File: src/rtl/dbgc_pkg.sv
package dbgc_pkg;

    // Outcome of the permission check for one request
    typedef enum logic [1:0] {
        ACC_NONE = 2'd0,
        ACC_OK   = 2'd1,
        ACC_DENY = 2'd2,
        ACC_PROT = 2'd3
    } acc_cause_e;

    localparam int NUM_BP_DEF = 4;
    localparam int DATA_W_DEF = 32;
    localparam int PRIV_W_DEF = 2;

endpackage

File: src/rtl/dbgc_access_guard.sv
module dbgc_access_guard
    import dbgc_pkg::*;
#(
    parameter int PRIV_W = PRIV_W_DEF
) (
    input  logic              req_valid,
    input  logic              req_real_mode,
    input  logic [PRIV_W-1:0] req_priv,
    input  logic              protect_on,
    output acc_cause_e        cause
);

    logic mode_ok;

    always_comb begin
        mode_ok = req_real_mode || (req_priv == '0);
        if (!req_valid) begin
            cause = ACC_NONE;
        end else if (!mode_ok) begin
            cause = ACC_DENY;            // privilege refusal wins
        end else if (protect_on) begin
            cause = ACC_PROT;
        end else begin
            cause = ACC_OK;
        end
    end

endmodule

File: src/rtl/dbgc_ctl_state.sv
module dbgc_ctl_state #(
    parameter int NUM_BP = dbgc_pkg::NUM_BP_DEF,
    parameter int DATA_W = dbgc_pkg::DATA_W_DEF
) (
    input  logic              clk,
    input  logic              rst_n,
    input  logic              wr_en,
    input  logic [DATA_W-1:0] wdata,
    input  logic              task_switch,
    input  logic              handler_entry,
    output logic [NUM_BP-1:0] loc_en,
    output logic [NUM_BP-1:0] glb_en,
    output logic              loc_exact,
    output logic              glb_exact,
    output logic              protect,
    output logic [DATA_W-1:0] image
);

    localparam int GLB_LSB = NUM_BP;
    localparam int LE_BIT  = 2 * NUM_BP;
    localparam int GE_BIT  = LE_BIT + 1;
    localparam int GD_BIT  = GE_BIT + 1;

    typedef struct packed {
        logic [NUM_BP-1:0] loc;
        logic [NUM_BP-1:0] glb;
        logic              le;
        logic              ge;
        logic              gd;
    } ctl_t;

    ctl_t ctl_d, ctl_q;
    logic unused_hi;

    assign unused_hi = ^wdata[DATA_W-1:GD_BIT+1];

    always_comb begin
        ctl_d = ctl_q;
        // write lands first, then the event clears override it
        if (wr_en) begin
            ctl_d.loc = wdata[NUM_BP-1:0];
            ctl_d.glb = wdata[GLB_LSB +: NUM_BP];
            ctl_d.le  = wdata[LE_BIT];
            ctl_d.ge  = wdata[GE_BIT];
            ctl_d.gd  = wdata[GD_BIT];
        end
        if (task_switch) begin
            ctl_d.loc = '0;
            ctl_d.le  = 1'b0;
        end
        if (handler_entry) begin
            ctl_d.gd = 1'b0;
        end
    end

    always_ff @(posedge clk) begin
        if (!rst_n) begin
            ctl_q <= '0;
        end else begin
            ctl_q <= ctl_d;
        end
    end

    always_comb begin
        image                      = '0;
        image[NUM_BP-1:0]          = ctl_q.loc;
        image[GLB_LSB +: NUM_BP]   = ctl_q.glb;
        image[LE_BIT]              = ctl_q.le;
        image[GE_BIT]              = ctl_q.ge;
        image[GD_BIT]              = ctl_q.gd;
    end

    assign loc_en    = ctl_q.loc;
    assign glb_en    = ctl_q.glb;
    assign loc_exact = ctl_q.le;
    assign glb_exact = ctl_q.ge;
    assign protect   = ctl_q.gd;

    AST_TS_CLEARS_LOCAL: assert property (@(posedge clk) disable iff (!rst_n)
        task_switch |=> (ctl_q.loc == '0 && !ctl_q.le));

    AST_TS_KEEPS_GLOBAL: assert property (@(posedge clk) disable iff (!rst_n)
        (task_switch && !wr_en) |=> ($stable(ctl_q.glb) && $stable(ctl_q.ge)));

    AST_HANDLER_DROPS_PROT: assert property (@(posedge clk) disable iff (!rst_n)
        handler_entry |=> !ctl_q.gd);

    AST_WRITE_BEFORE_CLEAR: assert property (@(posedge clk) disable iff (!rst_n)
        (wr_en && task_switch) |=> (ctl_q.glb == $past(wdata[GLB_LSB +: NUM_BP])));

    AST_IDLE_HOLDS: assert property (@(posedge clk) disable iff (!rst_n)
        (!wr_en && !task_switch && !handler_entry) |=> $stable(ctl_q));

endmodule

File: src/rtl/dbgc_enable_merge.sv
module dbgc_enable_merge #(
    parameter int NUM_BP = dbgc_pkg::NUM_BP_DEF
) (
    input  logic [NUM_BP-1:0] loc_en,
    input  logic [NUM_BP-1:0] glb_en,
    input  logic              loc_exact,
    input  logic              glb_exact,
    output logic [NUM_BP-1:0] bp_en,
    output logic              exact_req
);

    for (genvar i = 0; i < NUM_BP; i++) begin : g_bp
        assign bp_en[i] = glb_en[i] | loc_en[i];
    end

    assign exact_req = loc_exact | glb_exact;

endmodule

File: src/rtl/dbg_ctl_reg.sv
module dbg_ctl_reg
    import dbgc_pkg::*;
#(
    parameter int NUM_BP = NUM_BP_DEF,
    parameter int DATA_W = DATA_W_DEF,
    parameter int PRIV_W = PRIV_W_DEF
) (
    input  logic              clk,
    input  logic              rst_n,
    input  logic              acc_valid_i,
    input  logic              acc_write_i,
    input  logic              acc_sel_ctl_i,
    input  logic              acc_real_mode_i,
    input  logic [PRIV_W-1:0] acc_priv_i,
    input  logic [DATA_W-1:0] acc_wdata_i,
    input  logic              task_switch_i,
    input  logic              handler_entry_i,
    output logic              rsp_valid_o,
    output logic [DATA_W-1:0] rsp_rdata_o,
    output logic              rsp_deny_o,
    output logic              rsp_prot_fault_o,
    output logic [NUM_BP-1:0] bp_en_o,
    output logic              exact_req_o
);

    typedef struct packed {
        logic              valid;
        logic              deny;
        logic              prot;
        logic [DATA_W-1:0] rdata;
    } rsp_t;

    rsp_t              rsp_d, rsp_q;
    acc_cause_e        cause;
    logic              wr_en;
    logic [NUM_BP-1:0] loc_en, glb_en;
    logic              loc_exact, glb_exact, protect;
    logic [DATA_W-1:0] st_image;

    dbgc_access_guard #(.PRIV_W(PRIV_W)) u_guard (
        .req_valid     (acc_valid_i),
        .req_real_mode (acc_real_mode_i),
        .req_priv      (acc_priv_i),
        .protect_on    (protect),
        .cause         (cause)
    );

    assign wr_en = (cause == ACC_OK) && acc_write_i && acc_sel_ctl_i;

    dbgc_ctl_state #(.NUM_BP(NUM_BP), .DATA_W(DATA_W)) u_state (
        .clk           (clk),
        .rst_n         (rst_n),
        .wr_en         (wr_en),
        .wdata         (acc_wdata_i),
        .task_switch   (task_switch_i),
        .handler_entry (handler_entry_i),
        .loc_en        (loc_en),
        .glb_en        (glb_en),
        .loc_exact     (loc_exact),
        .glb_exact     (glb_exact),
        .protect       (protect),
        .image         (st_image)
    );

    dbgc_enable_merge #(.NUM_BP(NUM_BP)) u_merge (
        .loc_en    (loc_en),
        .glb_en    (glb_en),
        .loc_exact (loc_exact),
        .glb_exact (glb_exact),
        .bp_en     (bp_en_o),
        .exact_req (exact_req_o)
    );

    always_comb begin
        rsp_d       = '0;
        rsp_d.valid = acc_valid_i;
        rsp_d.deny  = (cause == ACC_DENY);
        rsp_d.prot  = (cause == ACC_PROT);
        if (cause == ACC_OK && acc_sel_ctl_i && !acc_write_i) begin
            rsp_d.rdata = st_image;
        end
    end

    always_ff @(posedge clk) begin
        if (!rst_n) begin
            rsp_q <= '0;
        end else begin
            rsp_q <= rsp_d;
        end
    end

    assign rsp_valid_o      = rsp_q.valid;
    assign rsp_rdata_o      = rsp_q.rdata;
    assign rsp_deny_o       = rsp_q.deny;
    assign rsp_prot_fault_o = rsp_q.prot;

    AST_MODE_DENY: assert property (@(posedge clk) disable iff (!rst_n)
        (acc_valid_i && !acc_real_mode_i && acc_priv_i != '0) |=> rsp_deny_o);

    AST_PROT_FAULTS: assert property (@(posedge clk) disable iff (!rst_n)
        (acc_valid_i && (acc_real_mode_i || acc_priv_i == '0) && protect)
        |=> rsp_prot_fault_o);

    AST_BLOCKED_ZERO: assert property (@(posedge clk) disable iff (!rst_n)
        (rsp_valid_o && (rsp_deny_o || rsp_prot_fault_o)) |-> (rsp_rdata_o == '0));

    AST_BLOCKED_NO_WRITE: assert property (@(posedge clk) disable iff (!rst_n)
        (acc_valid_i && cause != ACC_OK && !task_switch_i && !handler_entry_i)
        |=> $stable(st_image));

    AST_ONE_FAULT: assert property (@(posedge clk) disable iff (!rst_n)
        rsp_valid_o |-> $onehot0({rsp_deny_o, rsp_prot_fault_o}));

endmodule

File: config.mk
export PLATFORM = sky130hd
export DESIGN_NAME = dbg_ctl_reg
export DESIGN_NICKNAME = d
export VERILOG_FILES = /design/src/rtl/dbgc_pkg.sv /design/src/rtl/dbgc_access_guard.sv /design/src/rtl/dbgc_ctl_state.sv /design/src/rtl/dbgc_enable_merge.sv /design/src/rtl/dbg_ctl_reg.sv
export SDC_FILE = /design/constraint.sdc
export NUM_CORES = 1
export LEC_CHECK = 0
export BUFFER_PORTS_ARGS = -buffer_cell sky130_fd_sc_hd__buf_2
export CAP_MARGIN = 5
export CORE_AREA = 2 2 56 58
export CTS_CLUSTER_DIAMETER = 100
export DETAILED_ROUTE_END_ITERATION = 6
export DIE_AREA = 0 0 58 60
export GPL_ROUTABILITY_DRIVEN = 0
export GPL_TIMING_DRIVEN = 1
export PLACE_DENSITY = 0.81
export SLEW_MARGIN = 5
export SYNTH_ARGS = -nofsm -noshare
export SYNTH_HDL_FRONTEND = slang
export SYNTH_SLANG_ARGS = --single-unit
File: constraint.sdc
create_clock -name clk -period 1.33 [get_ports clk]
set_input_delay 0.399 -clock clk [delete_from_list [all_inputs] [get_ports clk]]
set_output_delay 0.399 -clock clk [all_outputs]
set_load 0.05 [all_outputs]
======== After elaboration in Yosys (flattened, before gate mapping) ========
Cells that the tools add are included.
W data, S select, Z words.
cells by class
  equal/unequal tests ..................... 3
  muxes and demuxes ....................... 3
  bitwise operators ....................... 6
  reduce and logical (&&, ||, !) cells .... 10
operators by type and width
  operator              count
  $mux W2               3
  $or A1 B1 Y1          5
  $eq A2 B2 Y1 const B  2
  $logic_and A1 B1 Y1   4
  $reduce_or A2 Y1      2
  $eq A2 B1 Y1 const B  1
  $logic_not A2 Y1      1
  $reduce_and A2 Y1     1
  $logic_not A1 Y1      1
  $logic_or A1 B1 Y1    1
  $not A1 Y1            1
storage, ports and cells
  flip-flop bits (word level) ............. 46
  logic and storage cells ................. 32

======== Longest topological paths before layout ========
Gate-level depths: netlist of the first run.
  depth in word-level cells ............... 8
  depth in mapped cells ................... 4
  gate-level depth less buffers ........... 3

======== Cells and area by module ========
A second synthesis of the first run with hierarchy kept.
second synthesis, totals
  cells, all modules ...................... 195
  area, all modules ....................... 2,023.2 µm²
modules (own cells, without submodules)
  module             times used  cells each  area each (µm²)  seq. area each (µm²)
  dbg_ctl_reg        1           118         1,310.0          700.7
  dbgc_ctl_state     1           68          654.4            220.2
  dbgc_enable_merge  1           5           31.3             0.0
  dbgc_access_guard  1           4           27.5             0.0

======== Worst setup path before layout of the first run ========
OpenSTA, ideal clock, no wires.
  path type ............................... in2reg
  start ................................... input port acc_priv_i[1]
  end ..................................... register rsp_q, in the netlist rsp_rdata_o[0]
  library setup time ...................... 0.060 ns
  arrival ................................. 1.132 ns
  setup slack ............................. 0.138 ns
  cell stages on the path ................. 3
  path buffers ............................ 0
  cell sequence ........................... o21ba_4 -> nor4_4 -> and2_1
on the way
  longest elaborated chain between the ends .. 8
ends and longest elaborated chain
  item                              line                     RTL
  start, declared                   dbg_ctl_reg.sv:14        input logic [PRIV_W-1:0] acc_priv_i,
  $logic_not A2 Y1                  dbgc_access_guard.sv:16  mode_ok = req_real_mode || (req_priv == '0);
  $logic_or A1 B1 Y1                dbgc_access_guard.sv:16
  $mux W2                           dbgc_access_guard.sv:19  end else if (!mode_ok) begin
  $mux W2                           dbgc_access_guard.sv:17  if (!req_valid) begin
  $eq A2 B1 Y1                      dbg_ctl_reg.sv:79        if (cause == ACC_OK && acc_sel_ctl_i && !acc_write_i) begin
  $logic_and A1 B1 Y1 (2 in a row)  dbg_ctl_reg.sv:79
  $reduce_and A2 Y1 (no line)       -
  end signal, assigned              dbg_ctl_reg.sv:88        rsp_q <= rsp_d;
  end, declared                     dbg_ctl_reg.sv:33        rsp_t rsp_d, rsp_q;
Every way passes these cells.
A chain may end at the register's enable or synchronous reset.

======== Final worst setup path of the first run ========
  start ................................... register u_state.ctl_q, in the netlist u_state.loc_en[1]
  end ..................................... output port bp_en_o[1]
on the way
  longest elaborated chain between the ends .. 1
ends and longest elaborated chain
  item                    line                     RTL
  start, declared         dbgc_ctl_state.sv:32     ctl_t ctl_d, ctl_q;
  start signal, assigned  dbgc_ctl_state.sv:60     ctl_q <= ctl_d;
  $or A1 B1 Y1            dbgc_enable_merge.sv:13  assign bp_en[i] = glb_en[i] | loc_en[i];
  end, declared           dbg_ctl_reg.sv:22        output logic [NUM_BP-1:0] bp_en_o,
Every way passes these cells.

==> impl_metrics.prom, run 1 <==
# TYPE chip_impl_metric gauge
chip_impl_metric{name="die_h",unit="um"} 60
chip_impl_metric{name="timing.fmax",unit="MHz"} 693.9
chip_impl_metric{name="grt_max_degree",unit=""} 15
chip_impl_metric{name="min_period_over_period",unit=""} 1.084
chip_impl_info{name="cts.root.buffer_cell",value="sky130_fd_sc_hd__clkbuf_4"} 1
chip_impl_info{name="top_cells_by_count_synth",value="sky130_fd_sc_hd__dfxtp_1 (25), sky130_fd_sc_hd__buf_4 (21), sky130_fd_sc_hd__nand2_1 (21)"} 1
chip_impl_metric{name="yosysUniqueCellTypes",unit=""} 21
chip_impl_info{name="grt_setup_unrepaired",value="true"} 1
chip_impl_metric{name="synth_top_area_share",unit=""} 0.4739
chip_impl_metric{name="slew-limit-headroom",unit=""} 0.5963
chip_impl_metric{name="routed_wirelength",unit="um"} 1866
chip_impl_metric{name="clock_sink_count",unit=""} 25
chip_impl_metric{name="ioPinCount",unit=""} 82
chip_impl_info{name="worst_setup_path_end_kind",value="primary output"} 1
chip_impl_metric{name="final_area",unit="um2"} 1420
chip_impl_metric{name="timing_hold_violations_final",unit=""} 0
chip_impl_metric{name="drc",unit=""} 0
chip_impl_metric{name="initial_core_utilization",unit=""} 0.3638
chip_impl_metric{name="final_core_util",unit=""} 0.4892
chip_impl_metric{name="setup_viol",unit=""} 5
chip_impl_info{name="worstSetupStartpointType",value="register"} 1
chip_impl_info{name="post-synth-top-area-cell",value="sky130_fd_sc_hd__dfxtp_1"} 1
chip_impl_metric{name="die_width",unit="um"} 58
chip_impl_metric{name="ys_seq_elements",unit=""} 25
chip_impl_metric{name="final.setup_skew",unit="ps"} 7.040
chip_impl_metric{name="htree_levels",unit=""} 1
chip_impl_metric{name="synth.yosys.seq_area_share",unit=""} 0.4739
chip_impl_metric{name="drv_cap",unit=""} 0
chip_impl_metric{name="vias",unit=""} 793
chip_impl_info{name="timing.rr.start",value="u_state.protect"} 1
chip_impl_info{name="synth_most_common_cell",value="sky130_fd_sc_hd__dfxtp_1"} 1
chip_impl_metric{name="place_hpwl",unit="um"} 1446
chip_impl_info{name="failing_checks",value="setup timing"} 1
chip_impl_metric{name="insertedDiodeCount",unit=""} 0
chip_impl_metric{name="firstDrtPassIters",unit=""} 3
chip_impl_metric{name="synth.yosys.warnings",unit=""} 0
chip_impl_metric{name="port_buffers",unit=""} 39
chip_impl_info{name="hold_class",value="input port to register"} 1
chip_impl_info{name="synth_area_leaders",value="sky130_fd_sc_hd__dfxtp_1 (47%), sky130_fd_sc_hd__buf_4 (15%), sky130_fd_sc_hd__mux2i_1 (9.5%)"} 1
chip_impl_metric{name="viasPerCell",unit=""} 4.088
chip_impl_metric{name="worstPathMaxFanout",unit=""} 2
chip_impl_metric{name="route.antenna.remaining_nets",unit=""} 0
chip_impl_metric{name="dpl-instance-area",unit="um2"} 1247
chip_impl_metric{name="grt_antenna_before_repair",unit=""} 0
chip_impl_metric{name="layout-drive-gt1-share",unit=""} 0.4534
chip_impl_metric{name="syn-mean-instance-area",unit="um2"} 9.778
chip_impl_metric{name="nFillCells",unit=""} 279
chip_impl_info{name="crit_type",value="register to primary output"} 1
chip_impl_info{name="worstSetupStartpoint",value="u_state.loc_en[1]"} 1
chip_impl_metric{name="nets",unit=""} 204
chip_impl_info{name="run_status",value="finished with violations"} 1
chip_impl_metric{name="cts_made_buffers",unit=""} 3
chip_impl_metric{name="initialDrtViolationCount",unit=""} 16
chip_impl_metric{name="core",unit="um2"} 2903
chip_impl_metric{name="global_route.overflow_total",unit=""} 0
chip_impl_metric{name="drv_slew",unit=""} 0
chip_impl_metric{name="clk_pin_slew",unit="ps"} 130
chip_impl_metric{name="grt_pass1_vias",unit=""} 701
chip_impl_metric{name="wire_per_inst",unit="um"} 9.619
chip_impl_metric{name="area_growth_from_synthesis_to_layout",unit="%"} 34.48
chip_impl_metric{name="grt_first_pass_wirelength",unit="um"} 2994
chip_impl_metric{name="total_leakage_power",unit="nW"} 0.7129
chip_impl_metric{name="postSynthCellCount",unit=""} 108
chip_impl_metric{name="clk_latency",unit="ps"} 300
chip_impl_metric{name="final_worst_setup_slack",unit="ps"} -111.2
chip_impl_metric{name="shortest_clock_period_the_worst_path_allows_after_layout",unit="ps"} 1441
chip_impl_metric{name="number_of_synthesized_flops_with_an_enable_pin",unit=""} 0
chip_impl_metric{name="powerDensity",unit="nW/um2"} 972.3
chip_impl_info{name="yosys_most_used_dff",value="sky130_fd_sc_hd__dfxtp_1"} 1
chip_impl_info{name="hold_path_startpoint",value="acc_wdata_i[9]"} 1
chip_impl_metric{name="cts_max_path_buffers",unit=""} 2
chip_impl_metric{name="critPathArrivalTime",unit="ps"} 1040
chip_impl_metric{name="finalPower",unit="mW"} 1.381
chip_impl_info{name="cts_tree",value="yes"} 1
chip_impl_metric{name="asyncSetResetFlopFracSynth",unit=""} 0
chip_impl_metric{name="floorplan.rows",unit=""} 20
chip_impl_metric{name="vdd.ir_drop.worst",unit="mV"} 0.5122
chip_impl_metric{name="dieArea",unit="um2"} 3480
chip_impl_metric{name="grt.total_usage",unit=""} 0.1128
chip_impl_metric{name="timing.reg2reg.setup_slack",unit="ps"} 200
chip_impl_metric{name="data_required_time_at_the_worst_endpoint",unit="ps"} 930
chip_impl_metric{name="syn_area",unit="um2"} 1056
chip_impl_metric{name="cts.hold.buffers_added",unit=""} 0
chip_impl_metric{name="max_slew.worst_pin.slew",unit="ps"} 604.3
sequential cells by signal, summed over array words and instances (netlist names):
| signal | cells |
|---|---|
| rsp_deny_o | 1 |
| u_state.glb_exact | 1 |
| rsp_valid_o | 1 |
| u_state.loc_en | 4 |
| u_state.loc_exact | 1 |
| rsp_prot_fault_o | 1 |
| rsp_rdata_o | 11 |
| u_state.protect | 1 |
| u_state.glb_en | 4 |
path summary, 6_finish.rpt:
| kind | to | cells past startpoint |
|---|---|---|
| setup / recovery | bp_en_o[1] | 2 |
| hold / removal | u_state.glb_exact | 3 |
| setup reg to reg | u_state.glb_en[2] | 4 |
| hold reg to reg | u_state.loc_exact | 2 |
cells by family (layout without fill, tap and decap cells):
kind of cell	count (synthesis)	in the layout	share of synthesized area
AO/OA/AOI/OAI	3	3	0.03200
buffers and inverters	25	57	0.1647
flip-flops	25	25	0.4739
AND/OR/NAND/NOR	44	44	0.2311
other	1	22	0.003551
multiplexers	10	10	0.09479
cell type report:
type                       instances  area [um2]  share of cell area
timing repair buffer              51       357.8              0.2520
sequential                        25       513.0              0.3612
clock inverter                     1       5.005            0.003524
tap                               33       41.29             0.02907
inverter                           2       7.507            0.005286
multi-input combinational         79       473.0              0.3330
clock buffer                       3       22.52             0.01586
power by group:
part           switching [mW]  total (mW)  internal, mW
clock network           0.207       0.319         0.112
registers             0.00438       0.765         0.760
logic                   0.219       0.298        0.0784
what timing repair did:
action | in CTS | in global routing
setup endpoints to repair | 5 | 9
setup buffers | 6 | 2
pin swaps | 3 | 2
gates resized for setup | 29 | 5
through the flow:
stage	hold WS [ps]	setup slack, ps	setup TNS (ps)	cells
after floorplan	437.9	137.9	0	129
final	313.9	-111.2	-516.1	194
after CTS	304.8	-122.1	-579.3	192
after global routing	310.9	-147.9	-724.4	194
after detailed placement	456.3	-46.07	-571.0	182
after global placement	450.2	-18.04	-178.1	182
cell usage in the layout, fill, tap and decap left out, drive strengths merged:
cell type	n
buf	47
dfxtp	25
conb	22
nand2	21
and2	10
mux2i	10
clkbuf	7
or2	5
inv	2
nor2	2
o21ba	1
nand2b	1
nor4	1
o21bai	1
and3	1
nand4b	1
nor3b	1
o211a	1
nor2b	1
clkinv	1
metal layers:
metal / global-route usage / part of all wire / vias to the layer above
li1: - / - / 405
met1: 0.1230 / 0.39 / 352
met2: 0.2078 / 0.52 / 34
met3: 0.03247 / 0.086 / 2
met4: 0.03987 / 0.010 / 0
met5: 0 / 0 / -
worst max-delay path, cell delays in order (launching register included):
cell,delay (ps)
sky130_fd_sc_hd__dfxtp_2,340
sky130_fd_sc_hd__or2_4,240
sky130_fd_sc_hd__buf_8,150
No activity file was read; power rests on OpenSTA's default activity.
==> run 2, diff against run 1 <==
Settings changed: TNS_END_PERCENT set to 50.
Clock period 1.33 ns to 1.6 ns, I/O delays scaled along.
==> impl_metrics.prom, run 2 (synthesis results as in run 1) <==
# TYPE chip_impl_metric gauge
chip_impl_info{name="run_status",value="complete, no violations"} 1
chip_impl_info{name="worst_setup_path_end_kind",value="primary output"} 1
chip_impl_info{name="cts_tree",value="yes"} 1
chip_impl_metric{name="data_required_time_at_the_worst_endpoint",unit="ps"} 1120
chip_impl_metric{name="final_area",unit="um2"} 1311
chip_impl_metric{name="global_route.overflow_total",unit=""} 0
chip_impl_metric{name="final.setup_skew",unit="ps"} 5.680
chip_impl_metric{name="die_h",unit="um"} 60
chip_impl_info{name="max_stage_delay_cell_worst_path",value="sky130_fd_sc_hd__dfxtp_2"} 1
chip_impl_metric{name="layout-drive-gt1-share",unit=""} 0.3856
chip_impl_metric{name="grt_pass1_vias",unit=""} 683
chip_impl_metric{name="intPower",unit="uW"} 782.2
chip_impl_metric{name="route.antenna.remaining_nets",unit=""} 0
chip_impl_metric{name="wl_met2",unit="um"} 866
chip_impl_metric{name="dpl-instance-area",unit="um2"} 1227
chip_impl_info{name="cts.root.buffer_cell",value="sky130_fd_sc_hd__clkbuf_4"} 1
chip_impl_metric{name="dieArea",unit="um2"} 3480
chip_impl_metric{name="drc",unit=""} 0
chip_impl_metric{name="clk_pin_slew",unit="ps"} 120
chip_impl_metric{name="viasPerCell",unit=""} 4.070
chip_impl_metric{name="wl_met1",unit="um"} 647
chip_impl_metric{name="final-seq-area",unit="um2"} 506.7
chip_impl_metric{name="core",unit="um2"} 2903
chip_impl_metric{name="cts_made_buffers",unit=""} 3
chip_impl_metric{name="drv_slew",unit=""} 0
chip_impl_metric{name="vdd.ir_drop.worst",unit="mV"} 0.4339
chip_impl_metric{name="clock_sink_count",unit=""} 25
chip_impl_metric{name="area_growth_from_synthesis_to_layout",unit="%"} 24.17
chip_impl_info{name="final_cell_mix",value="sky130_fd_sc_hd__buf_2 (34), sky130_fd_sc_hd__conb_1 (22), sky130_fd_sc_hd__nand2_1 (21), sky130_fd_sc_hd__dfxtp_1 (20)"} 1
chip_impl_metric{name="combinational_share_of_power",unit=""} 0.207
chip_impl_metric{name="htree_levels",unit=""} 1
chip_impl_metric{name="total_leakage_power",unit="nW"} 0.6648
chip_impl_metric{name="detailedPlace.worstSlack",unit="ps"} 111.1
chip_impl_metric{name="worstPathMaxFanout",unit=""} 3
chip_impl_metric{name="nets",unit=""} 196
chip_impl_metric{name="initial_core_utilization",unit=""} 0.3638
chip_impl_metric{name="shortest_clock_period_the_worst_path_allows_after_layout",unit="ps"} 1572
chip_impl_metric{name="largest_reg_flops",unit=""} 11
chip_impl_info{name="critPathTopFamily",value="flip-flops"} 1
chip_impl_metric{name="wire_per_inst",unit="um"} 9.118
chip_impl_metric{name="place_hpwl",unit="um"} 1391
chip_impl_metric{name="initialDrtViolationCount",unit=""} 9
chip_impl_metric{name="finalPower",unit="mW"} 1.124
chip_impl_metric{name="critPathArrivalTime",unit="ps"} 1090
chip_impl_metric{name="cts.hold.buffers_added",unit=""} 0
chip_impl_metric{name="switchingPower",unit="uW"} 341.7
chip_impl_metric{name="area_of_the_multi_input_gates",unit="um2"} 465.4
chip_impl_metric{name="clk_latency",unit="ps"} 300
chip_impl_info{name="hold_class",value="input port to register"} 1
chip_impl_metric{name="grt_max_degree",unit=""} 14
chip_impl_info{name="top_layer_used",value="met4"} 1
chip_impl_metric{name="swShare",unit=""} 0.3040
chip_impl_metric{name="ioPinCount",unit=""} 82
chip_impl_metric{name="timing.fmax",unit="MHz"} 636.0
chip_impl_metric{name="met3_routed_wirelength",unit="um"} 165
chip_impl_metric{name="routed_wirelength",unit="um"} 1696
chip_impl_metric{name="cts_max_path_buffers",unit=""} 2
chip_impl_metric{name="timing_hold_violations_final",unit=""} 0
chip_impl_info{name="worstPathCellList",value="or2_2, buf_6"} 1
chip_impl_info{name="worstSetupStartpointType",value="register"} 1
chip_impl_info{name="crit_type",value="register to primary output"} 1
chip_impl_info{name="grt_setup_unrepaired",value="true"} 1
chip_impl_metric{name="critPathMaxStageDelay",unit="ps"} 340
chip_impl_metric{name="die_width",unit="um"} 58
chip_impl_metric{name="insertedDiodeCount",unit=""} 0
chip_impl_metric{name="min_period_over_period",unit=""} 0.9828
chip_impl_metric{name="grt_first_pass_wirelength",unit="um"} 2822
chip_impl_metric{name="powerDensity",unit="nW/um2"} 857.1
chip_impl_metric{name="setup_viol",unit=""} 0
chip_impl_metric{name="drv_cap",unit=""} 0
chip_impl_metric{name="vias",unit=""} 757
chip_impl_metric{name="nFillCells",unit=""} 287
chip_impl_metric{name="final_worst_setup_slack",unit="ps"} 27.56
chip_impl_metric{name="grt.total_usage",unit=""} 0.1079
chip_impl_info{name="most_common_cell_after_layout_fill_and_taps_aside",value="sky130_fd_sc_hd__buf_2"} 1
chip_impl_metric{name="port_buffers",unit=""} 39
chip_impl_metric{name="seq_power_share",unit=""} 0.565
chip_impl_metric{name="grt_antenna_before_repair",unit=""} 0
chip_impl_metric{name="firstDrtPassIters",unit=""} 2
chip_impl_metric{name="timing.critical_path.buf_inv",unit=""} 1
chip_impl_metric{name="floorplan.rows",unit=""} 20
chip_impl_metric{name="final_core_util",unit=""} 0.4517
chip_impl_metric{name="clock_power_share",unit=""} 0.228
run 2: changes by cell type in the layout (fill, tap and decap cells not counted), moves of 4 or more:
| cell | before | now |
|---|---|---|
| sky130_fd_sc_hd__buf_2 | 30 | 34 |
| sky130_fd_sc_hd__buf_4 | 11 | 4 |
| sky130_fd_sc_hd__clkbuf_4 | 7 | 3 |
| sky130_fd_sc_hd__dfxtp_1 | 15 | 20 |
| sky130_fd_sc_hd__dfxtp_2 | 10 | 5 |
run 2: final cells by class:
cell class	instances	share of cell area
clock buffers	4	0.02004
inverters	2	0.005725
multi-input cells	79	0.3550
flip-flops and latches	25	0.3864
well taps	33	0.03149
repair buffers	43	0.2013
run 2: worst paths after layout:
path,startpoint,to,slack (ps),depth (start not counted)
setup / recovery,u_state.loc_en[0],bp_en_o[0],30,2
hold / removal,acc_wdata_i[4],u_state.glb_en[0],410,3
hold reg to reg,u_state.loc_en[0],u_state.loc_en[0],470,2
setup reg to reg,u_state.protect,u_state.loc_en[3],340,3
run 2: worst min-delay path: stages:
cell	delay [ps]
sky130_fd_sc_hd__buf_2	100
sky130_fd_sc_hd__nand2_1	40
sky130_fd_sc_hd__mux2i_1	50
run 2: timing repair:
item | 4_1_cts | 5_1_grt
resized for setup | 9 | 10
gates cloned | 0 | 0
buffers inserted | 0 | 1
setup endpoints to repair | 5 | 5
run 2: power by group through the flow:
stage / combinational, mW / clock [mW] / sequential [mW]
final: 0.233 / 0.256 / 0.635
after floorplan: 0.205 / 0 / 0.662
after global routing: 0.247 / 0.298 / 0.637
after global placement: 0.223 / 0 / 0.649
after detailed placement: 0.223 / 0 / 0.649
after CTS: 0.229 / 0.269 / 0.635
run 2: per-layer routing:
| layer | vias to the layer above | global-route usage |
|---|---|---|
| met1 | 330 | 0.1192 |
| li1 | 391 | - |
| met5 | - | 0 |
| met3 | 2 | 0.02381 |
| met4 | 0 | 0.05980 |
| met2 | 34 | 0.1916 |
run 2: through the flow:
step                hold WS (ps)  cells  setup TNS [ps]
finish                     407.6    186               0
global route               400.0    186          -40.97
floorplan                  437.9    129               0
global placement           447.0    181               0
detailed placement         455.1    181               0
CTS                        400.4    185               0
